==> src/rtl/lrs_pkg.sv <==
package lrs_pkg;

   typedef enum logic [2:0] {
      RS_IDLE      = 3'd0,
      RS_TRAIN     = 3'd1,
      RS_STOP_BOTH = 3'd2,
      RS_STOP_SDA  = 3'd3,
      RS_RELEASE   = 3'd4
   } rs_state_e;

   // line index inside two-bit line vectors
   localparam int unsigned LN_SDA = 0;
   localparam int unsigned LN_SCL = 1;
   localparam int unsigned LN_NUM = 2;

   // override register field positions (software decodes these)
   localparam int unsigned OVR_SDA_BIT  = 8;
   localparam int unsigned OVR_SCL_BIT  = 9;
   localparam int unsigned LIVE_SDA_BIT = 10;
   localparam int unsigned LIVE_SCL_BIT = 11;
   localparam int unsigned REG_MIN_W    = 12;

endpackage

==> src/rtl/lrs_phase_timer.sv <==
module lrs_phase_timer #(
   parameter int unsigned PHASE_CYC = 625
) (
   input  logic clk,
   input  logic rst_n,
   input  logic arm_i,
   input  logic run_i,
   output logic expire_o
);
   localparam int unsigned CW = (PHASE_CYC > 1) ? $clog2(PHASE_CYC) : 1;
   localparam logic [CW-1:0] LOAD = CW'(PHASE_CYC - 1);

   logic [CW-1:0] cnt_q;

   always_ff @(posedge clk or negedge rst_n) begin
      if (!rst_n) begin
         cnt_q <= '0;
      end else if (arm_i) begin
         cnt_q <= LOAD;
      end else if (run_i && (cnt_q != '0)) begin
         cnt_q <= cnt_q - 1'b1;
      end
   end

   assign expire_o = run_i && (cnt_q == '0);

endmodule

==> src/rtl/lrs_sequencer.sv <==
module lrs_sequencer
   import lrs_pkg::*;
#(
   parameter int unsigned PULSES = 9
) (
   input  logic      clk,
   input  logic      rst_n,
   input  logic      trig_i,
   input  logic      expire_i,
   output logic      arm_o,
   output logic      busy_o,
   output logic      done_o,
   output logic      scl_low_o,
   output logic      sda_low_o,
   output rs_state_e state_o
);
   localparam int unsigned PW = (PULSES > 1) ? $clog2(PULSES) : 1;
   localparam logic [PW-1:0] LAST = PW'(PULSES - 1);

   rs_state_e     state_q;
   logic          half_q;   // 0: lines free, 1: SCL low
   logic [PW-1:0] pcnt_q;
   logic          done_q;
   logic          accept;

   assign accept = (state_q == RS_IDLE) && trig_i;
   assign arm_o  = accept || expire_i;

   always_ff @(posedge clk or negedge rst_n) begin
      if (!rst_n) begin
         state_q <= RS_IDLE;
         half_q  <= 1'b0;
         pcnt_q  <= '0;
         done_q  <= 1'b0;
      end else begin
         done_q <= 1'b0;
         if (accept) begin
            state_q <= RS_TRAIN;
            half_q  <= 1'b0;
            pcnt_q  <= '0;
         end else if (expire_i) begin
            case (state_q)
               RS_TRAIN: begin
                  if (!half_q) begin
                     half_q <= 1'b1;
                  end else if (pcnt_q == LAST) begin
                     half_q  <= 1'b0;
                     state_q <= RS_STOP_BOTH;
                  end else begin
                     half_q <= 1'b0;
                     pcnt_q <= pcnt_q + 1'b1;
                  end
               end
               RS_STOP_BOTH: state_q <= RS_STOP_SDA;
               RS_STOP_SDA:  state_q <= RS_RELEASE;
               RS_RELEASE: begin
                  state_q <= RS_IDLE;
                  done_q  <= 1'b1;
               end
               default: state_q <= RS_IDLE;
            endcase
         end
      end
   end

   assign busy_o    = (state_q != RS_IDLE);
   assign done_o    = done_q;
   assign scl_low_o = ((state_q == RS_TRAIN) && half_q) || (state_q == RS_STOP_BOTH);
   assign sda_low_o = (state_q == RS_STOP_BOTH) || (state_q == RS_STOP_SDA);
   assign state_o   = state_q;

endmodule

==> src/rtl/lrs_sync.sv <==
module lrs_sync #(
   parameter int unsigned STAGES = 2,
   parameter int unsigned W      = 2
) (
   input  logic         clk,
   input  logic         rst_n,
   input  logic [W-1:0] d_i,
   output logic [W-1:0] q_o
);
   generate
      if (STAGES == 0) begin : g_direct
         assign q_o = d_i;
      end else begin : g_chain
         logic [W-1:0] stg_q [STAGES];
         for (genvar s = 0; s < STAGES; s++) begin : g_stage
            always_ff @(posedge clk or negedge rst_n) begin
               if (!rst_n) begin
                  stg_q[s] <= '1;   // idle bus reads high
               end else if (s == 0) begin
                  stg_q[s] <= d_i;
               end else begin
                  stg_q[s] <= stg_q[(s == 0) ? 0 : s-1];
               end
            end
         end
         assign q_o = stg_q[STAGES-1];
      end
   endgenerate

endmodule

==> src/rtl/lrs_ovr_reg.sv <==
module lrs_ovr_reg
   import lrs_pkg::*;
#(
   parameter int unsigned REG_W = 12
) (
   input  logic              clk,
   input  logic              rst_n,
   input  logic              wr_i,
   input  logic [REG_W-1:0]  wdata_i,
   input  logic [LN_NUM-1:0] live_i,
   output logic [LN_NUM-1:0] force_o,
   output logic [REG_W-1:0]  rdata_o
);
   logic [LN_NUM-1:0] force_q;

   always_ff @(posedge clk or negedge rst_n) begin
      if (!rst_n) begin
         force_q <= '0;
      end else if (wr_i) begin
         force_q[LN_SDA] <= wdata_i[OVR_SDA_BIT];
         force_q[LN_SCL] <= wdata_i[OVR_SCL_BIT];
      end
   end

   always_comb begin
      rdata_o               = '0;
      rdata_o[OVR_SDA_BIT]  = force_q[LN_SDA];
      rdata_o[OVR_SCL_BIT]  = force_q[LN_SCL];
      rdata_o[LIVE_SDA_BIT] = live_i[LN_SDA];
      rdata_o[LIVE_SCL_BIT] = live_i[LN_SCL];
   end

   assign force_o = force_q;

endmodule

==> src/rtl/i2c_line_rescue.sv <==
module i2c_line_rescue
   import lrs_pkg::*;
#(
   parameter int unsigned PHASE_CYC   = 625,
   parameter int unsigned PULSES      = 9,
   parameter int unsigned SYNC_STAGES = 2,
   parameter int unsigned REG_W       = 12
) (
   input  logic             clk,
   input  logic             rst_n,
   input  logic             start_i,
   input  logic             reg_wr_i,
   input  logic [REG_W-1:0] reg_wdata_i,
   output logic [REG_W-1:0] reg_rdata_o,
   input  logic             eng_scl_low_i,
   input  logic             eng_sda_low_i,
   input  logic             scl_i,
   input  logic             sda_i,
   output logic             scl_oe_o,
   output logic             sda_oe_o,
   output logic             busy_o,
   output logic             done_o
);
   // elaboration-time parameter checks
   generate
      if (PHASE_CYC < 1) begin : g_bad_phase
         $error("PHASE_CYC must be at least 1");
      end
      if (PULSES < 1) begin : g_bad_pulses
         $error("PULSES must be at least 1");
      end
      if (REG_W < REG_MIN_W) begin : g_bad_regw
         $error("REG_W too small for the override register fields");
      end
   endgenerate

   logic              expire;
   logic              arm;
   logic              seq_busy;
   logic              seq_scl_low;
   logic              seq_sda_low;
   rs_state_e         seq_state;
   logic [LN_NUM-1:0] seq_low;
   logic [LN_NUM-1:0] eng_low;
   logic [LN_NUM-1:0] force_low;
   logic [LN_NUM-1:0] pad_lvl;
   logic [LN_NUM-1:0] live_lvl;
   logic [LN_NUM-1:0] line_oe;

   lrs_phase_timer #(.PHASE_CYC(PHASE_CYC)) u_timer (
      .clk      (clk),
      .rst_n    (rst_n),
      .arm_i    (arm),
      .run_i    (seq_busy),
      .expire_o (expire)
   );

   lrs_sequencer #(.PULSES(PULSES)) u_seq (
      .clk       (clk),
      .rst_n     (rst_n),
      .trig_i    (start_i),
      .expire_i  (expire),
      .arm_o     (arm),
      .busy_o    (seq_busy),
      .done_o    (done_o),
      .scl_low_o (seq_scl_low),
      .sda_low_o (seq_sda_low),
      .state_o   (seq_state)
   );

   assign pad_lvl[LN_SDA] = sda_i;
   assign pad_lvl[LN_SCL] = scl_i;

   lrs_sync #(.STAGES(SYNC_STAGES), .W(LN_NUM)) u_sync (
      .clk   (clk),
      .rst_n (rst_n),
      .d_i   (pad_lvl),
      .q_o   (live_lvl)
   );

   lrs_ovr_reg #(.REG_W(REG_W)) u_reg (
      .clk     (clk),
      .rst_n   (rst_n),
      .wr_i    (reg_wr_i),
      .wdata_i (reg_wdata_i),
      .live_i  (live_lvl),
      .force_o (force_low),
      .rdata_o (reg_rdata_o)
   );

   assign seq_low[LN_SDA] = seq_sda_low;
   assign seq_low[LN_SCL] = seq_scl_low;
   assign eng_low[LN_SDA] = eng_sda_low_i;
   assign eng_low[LN_SCL] = eng_scl_low_i;

   // per-line ownership: sequencer while busy, else manual force or engine
   generate
      for (genvar ln = 0; ln < LN_NUM; ln++) begin : g_line
         assign line_oe[ln] = seq_busy ? seq_low[ln] : (force_low[ln] | eng_low[ln]);
      end
   endgenerate

   assign sda_oe_o = line_oe[LN_SDA];
   assign scl_oe_o = line_oe[LN_SCL];
   assign busy_o   = seq_busy;

endmodule

==> config.mk <==
export PLATFORM = sky130hd
export DESIGN_NAME = i2c_line_rescue
export DESIGN_NICKNAME = d
export VERILOG_FILES = /design/src/rtl/lrs_pkg.sv /design/src/rtl/lrs_phase_timer.sv /design/src/rtl/lrs_sequencer.sv /design/src/rtl/lrs_sync.sv /design/src/rtl/lrs_ovr_reg.sv /design/src/rtl/i2c_line_rescue.sv
export SDC_FILE = /design/constraint.sdc
export NUM_CORES = 1
export LEC_CHECK = 0
export BUFFER_PORTS_ARGS = -buffer_cell sky130_fd_sc_hd__buf_2
export CAP_MARGIN = 20
export CORE_MARGIN = 3
export CORE_UTILIZATION = 51
export CTS_CLUSTER_SIZE = 25
export DETAILED_ROUTE_END_ITERATION = 12
export PLACE_DENSITY = 0.78
export SYNTH_ARGS = -nofsm -noshare
export SYNTH_HDL_FRONTEND = slang
export SYNTH_SLANG_ARGS = --single-unit
==> constraint.sdc <==
create_clock -name clk -period 1.86 [get_ports clk]
set_input_delay 0.093 -clock clk [delete_from_list [all_inputs] [get_ports clk]]
set_output_delay 0.093 -clock clk [all_outputs]
set_load 0.01 [all_outputs]
==> results.txt <==
- Type of the most critical hold path: input port to flop
* Number of hold violations in the final report: 0
- For this run, design rule violations remaining after detail routing come to 0.
* Per-cell routed wire length: roughly 14 um
- After technology mapping, the gate count stands at 140.
* Post-CTS Repair Setup Buffers: 0
- Average vias per placed instance: 5.57
- The initialized floorplan defines 18 standard-cell rows.
- Final Util: roughly 61%
- Relative to the synthesized area, the layout overhead comes to 12.1%.
* CTS tree: done
- Worst slew pin tran: roughly 550 ps
* Period utilization: 92.6%
- Counting flops and latches in the post-synthesis netlist gives 25.
* Diodes inserted: 0
- Starting utilization of the core area: roughly 55%
- RD Place Congestion: between 0.8 and 0.9
- Post-Synthesis Mean Instance Area: roughly 9.8 um^2
- Crit path setup slack, layout: 138 ps
- Setup violations remaining at the end of the flow were counted as 0.
- Minimum period implied by the final worst setup slack: approximately 1700 ps
- 36 I/O pins were placed.
- Total Power: about 850 uW
* Final Hold Slack: roughly 41 ps
- Flop-to-flop setup slack: around 140 ps
- Port Buffers: 17
- The number of cells on the worst reg-to-reg path is 4.
* Reg2Reg Capture Point: u_timer.cnt_q[4]
- Highest cell delay on the worst timing path: ~700 ps
- TNS Setup: 0 ps
* Worst hold path depth: 2
* Final instance area: around 1500 um^2
* Total Routed Length: roughly 2700 um
- At the placement stage, the worst setup path has a slack of 142 ps.
- Post-synth top flop: sky130_fd_sc_hd__dfrtp_1
- Placed Cells incl. Taps: approximately 180
- In this run the cell area of the synthesized design comes to 1370 um^2.
- Worst-Skew Late Latency: 320 ps
- For this design, the slowest cell found on the critical path is sky130_fd_sc_hd__or4_1.
* Crit-path leading delay family: simple AND/OR/NAND/NOR gates
- Counting every sink on the clock net gives 25.
* Pwr dens: about 560 nW/um^2
* RSZ-0062 raised after global routing: no
- Post-layout net count: about 190
- EDFF count, synth: 0
- Slew margin rel.: 62.8%
* Status: complete, no violations
- Number of buffers and inverters on the critical path: 0
- The number of different library cells used by synthesis comes to 39.
- Data on the critical path arrives at its endpoint at between 1500 and 2000 ps.
- Number of standard cells in the layout, taps in and fillers out: about 190
- Summed over all cells, the static leakage comes to approximately 0.72 nW.
- Number of buffers inserted during clock tree synthesis: 3
- DRC marker count from the first detailed-route iteration: 30
* Layout cells sized above 1: 24.1%
* Maximum operating frequency: 581 MHz
* Congestion Overflow GR: 0
* Via count of the first global-routing pass: between 1000 and 1500
- Pin count of the biggest net entering global routing: 26
* CP Class: flop to flop
- The worst setup path is launched from a flop.
* DRT antenna net count: 0
- Wire length of the first global-routing pass: 4600 um
- Nature of the critical path endpoint: flop
- The worst hold path begins at reg_wr_i.
- The number of antenna violations at the first check in global routing came to 0.
- Across the routed clock network, the largest skew measured is 4.56 ps.
* Placed cell area: 1450 um^2
* Die Height: about 58 um
* CTS H-tree lvls: 1
- IR drop worst, VDD: between 0.4 and 0.5 mV
- The pre-antenna-repair detailed-routing pass consisted of 4 iterations.
- CP Max Fanout: 9
* Core region area: roughly 2500 um^2
- Detailed Place HPWL: just under 2000 um
- The detailed router placed 1070 vias in this run.
- End of the worst hold path: u_reg.force_o[1]
* Series of cell instances along the critical path: or4_1 > nand3_1 > xor2_1 > nand2_1
- The die covers about 3300 um^2.
* Number of pins exceeding their max-slew limit in the final report: 0
- Clock tree root driver cell: sky130_fd_sc_hd__clkbuf_4
- R2R Path Start: u_seq.state_o[1]
- The die is roughly 58 um wide.
- Fraction of synthesis flops using an asynchronous set or reset pin: 100%
* Yosys warns: 0
- Clock slew seen by the registers of the worst setup and hold paths: 130 ps
- Counting along the longest clock path gives a buffer depth of 2.
* Max-capacitance violation count: 0
- Sequential area share after synthesis: a little under half
- In the global route stage, overall resource usage came out at roughly 17%.
- Data on the critical path is required at its endpoint by 2070 ps.
==> report_power, final <==
group	switching [mW]	internal (mW)	total, mW
logic	0.0306	0.0225	0.0531
clock network	0.156	0.0840	0.240
registers	0.00417	0.556	0.560
total	0.191	0.662	0.853
==> worst max-delay path by stage <==
| stage | start | endpoint | cells past startpoint |
|---|---|---|---|
| floorplan | u_timer.cnt_q[7] | u_seq.pcnt_q[3] | 4 |
| global placement | u_seq.state_o[1] | u_timer.cnt_q[4] | 4 |
| detailed placement | u_seq.state_o[2] | u_seq.pcnt_q[3] | 4 |
| CTS | u_timer.cnt_q[2] | u_seq.pcnt_q[3] | 4 |
| global route | u_seq.state_o[2] | u_seq.pcnt_q[3] | 4 |
| finish | u_seq.state_o[1] | u_timer.cnt_q[4] | 4 |
==> sequential cells by signal, indices dropped and copies added (netlist names) <==
| signal | flops |
|---|---|
| u_reg.force_o | 2 |
| u_seq.done_o | 1 |
| u_sync.g_chain.stg_q | 2 |
| u_sync.q_o | 2 |
| u_timer.cnt_q | 10 |
| u_seq.state_o | 3 |
| u_seq.half_q | 1 |
| u_seq.pcnt_q | 4 |
==> placed cells by master, fill, tap and decap left out, types with 2 or more instances in the layout <==
cell type                        n
sky130_fd_sc_hd__a21oi_1         8
sky130_fd_sc_hd__and2_1          2
sky130_fd_sc_hd__buf_2          17
sky130_fd_sc_hd__buf_4           4
sky130_fd_sc_hd__clkbuf_4        3
sky130_fd_sc_hd__conb_1          8
sky130_fd_sc_hd__dfrtp_1        21
sky130_fd_sc_hd__dfstp_2         4
sky130_fd_sc_hd__dlygate4sd3_1   5
sky130_fd_sc_hd__ha_1            3
sky130_fd_sc_hd__inv_1           5
sky130_fd_sc_hd__mux2_2          2
sky130_fd_sc_hd__nand2_1        14
sky130_fd_sc_hd__nand3_1         7
sky130_fd_sc_hd__nand3b_1        2
sky130_fd_sc_hd__nand4_1         2
sky130_fd_sc_hd__nor2_1         13
sky130_fd_sc_hd__nor3_1          4
sky130_fd_sc_hd__nor4_4          2
sky130_fd_sc_hd__o211ai_1        2
sky130_fd_sc_hd__o21ai_0         5
sky130_fd_sc_hd__o31ai_1         3
sky130_fd_sc_hd__or2_2           2
sky130_fd_sc_hd__or4_1           3
sky130_fd_sc_hd__xor2_1          5
==> repair_timing <==
item                                    4_1_cts  5_1_grt
hold endpoints to repair                     24        1
endpoints found under the setup margin        0        1
hold buffers                                  4        1
resized for setup                             0        1
==> cells in the mapped netlist, drive strengths merged (2+ instances only) <==
library cell	n	share of area, %
o211ai	2	1.1
mux2	2	1.6
xor2	5	3.2
and2	2	0.92
nand3	8	3.3
nor4	3	3.6
or2	2	0.92
buf	12	6.2
o21ai	5	1.8
dfstp	4	7.7
o31ai	3	1.6
nand2	14	3.8
ha	3	2.8
inv	5	1.4
clkbuf	3	0.82
or4	3	1.6
nand3b	2	1.1
nor2	13	3.6
dfrtp	21	38
nand4	3	1.8
a21oi	8	2.9
nor3	5	2.2
==> routing by layer <==
metal / vias to the layer above / part of all wire [%] / track usage (%)
li1: 516 / - / -
met1: 527 / 43 / 21.4
met2: 23 / 52 / 30.0
met3: 4 / 4.2 / 4.23
met4: 0 / 1.2 / 5.96
met5: - / 0 / 0
==> final cells by class <==
cell class	count	area, um^2
clock buffer	4	26.3
fill	200	970
inverter	5	18.8
multi-input combinational	102	652
sequential	25	631
tap	30	37.5
timing repair buffer	26	165
==> worst reg2reg max path, delay by kind of cell (launching register included) <==
kind	cells	cell delay, ps
and+or+nand+nor	3	980
xor gates and xnor gates	1	170
DFF	1	470
==> cells by family after synthesis <==
group / share of synthesized area, %
AND/OR/NAND/NOR: 27.2
adder cells (fa/ha/maj): 2.75
multiplexers: 2.38
XOR/XNOR: 3.21
AO/OA/AOI/OAI: 9.53
other: 0.275
buffers and inverters: 8.43
flip-flops: 46.2
Note: power is estimated with default switching activity, not from simulation.
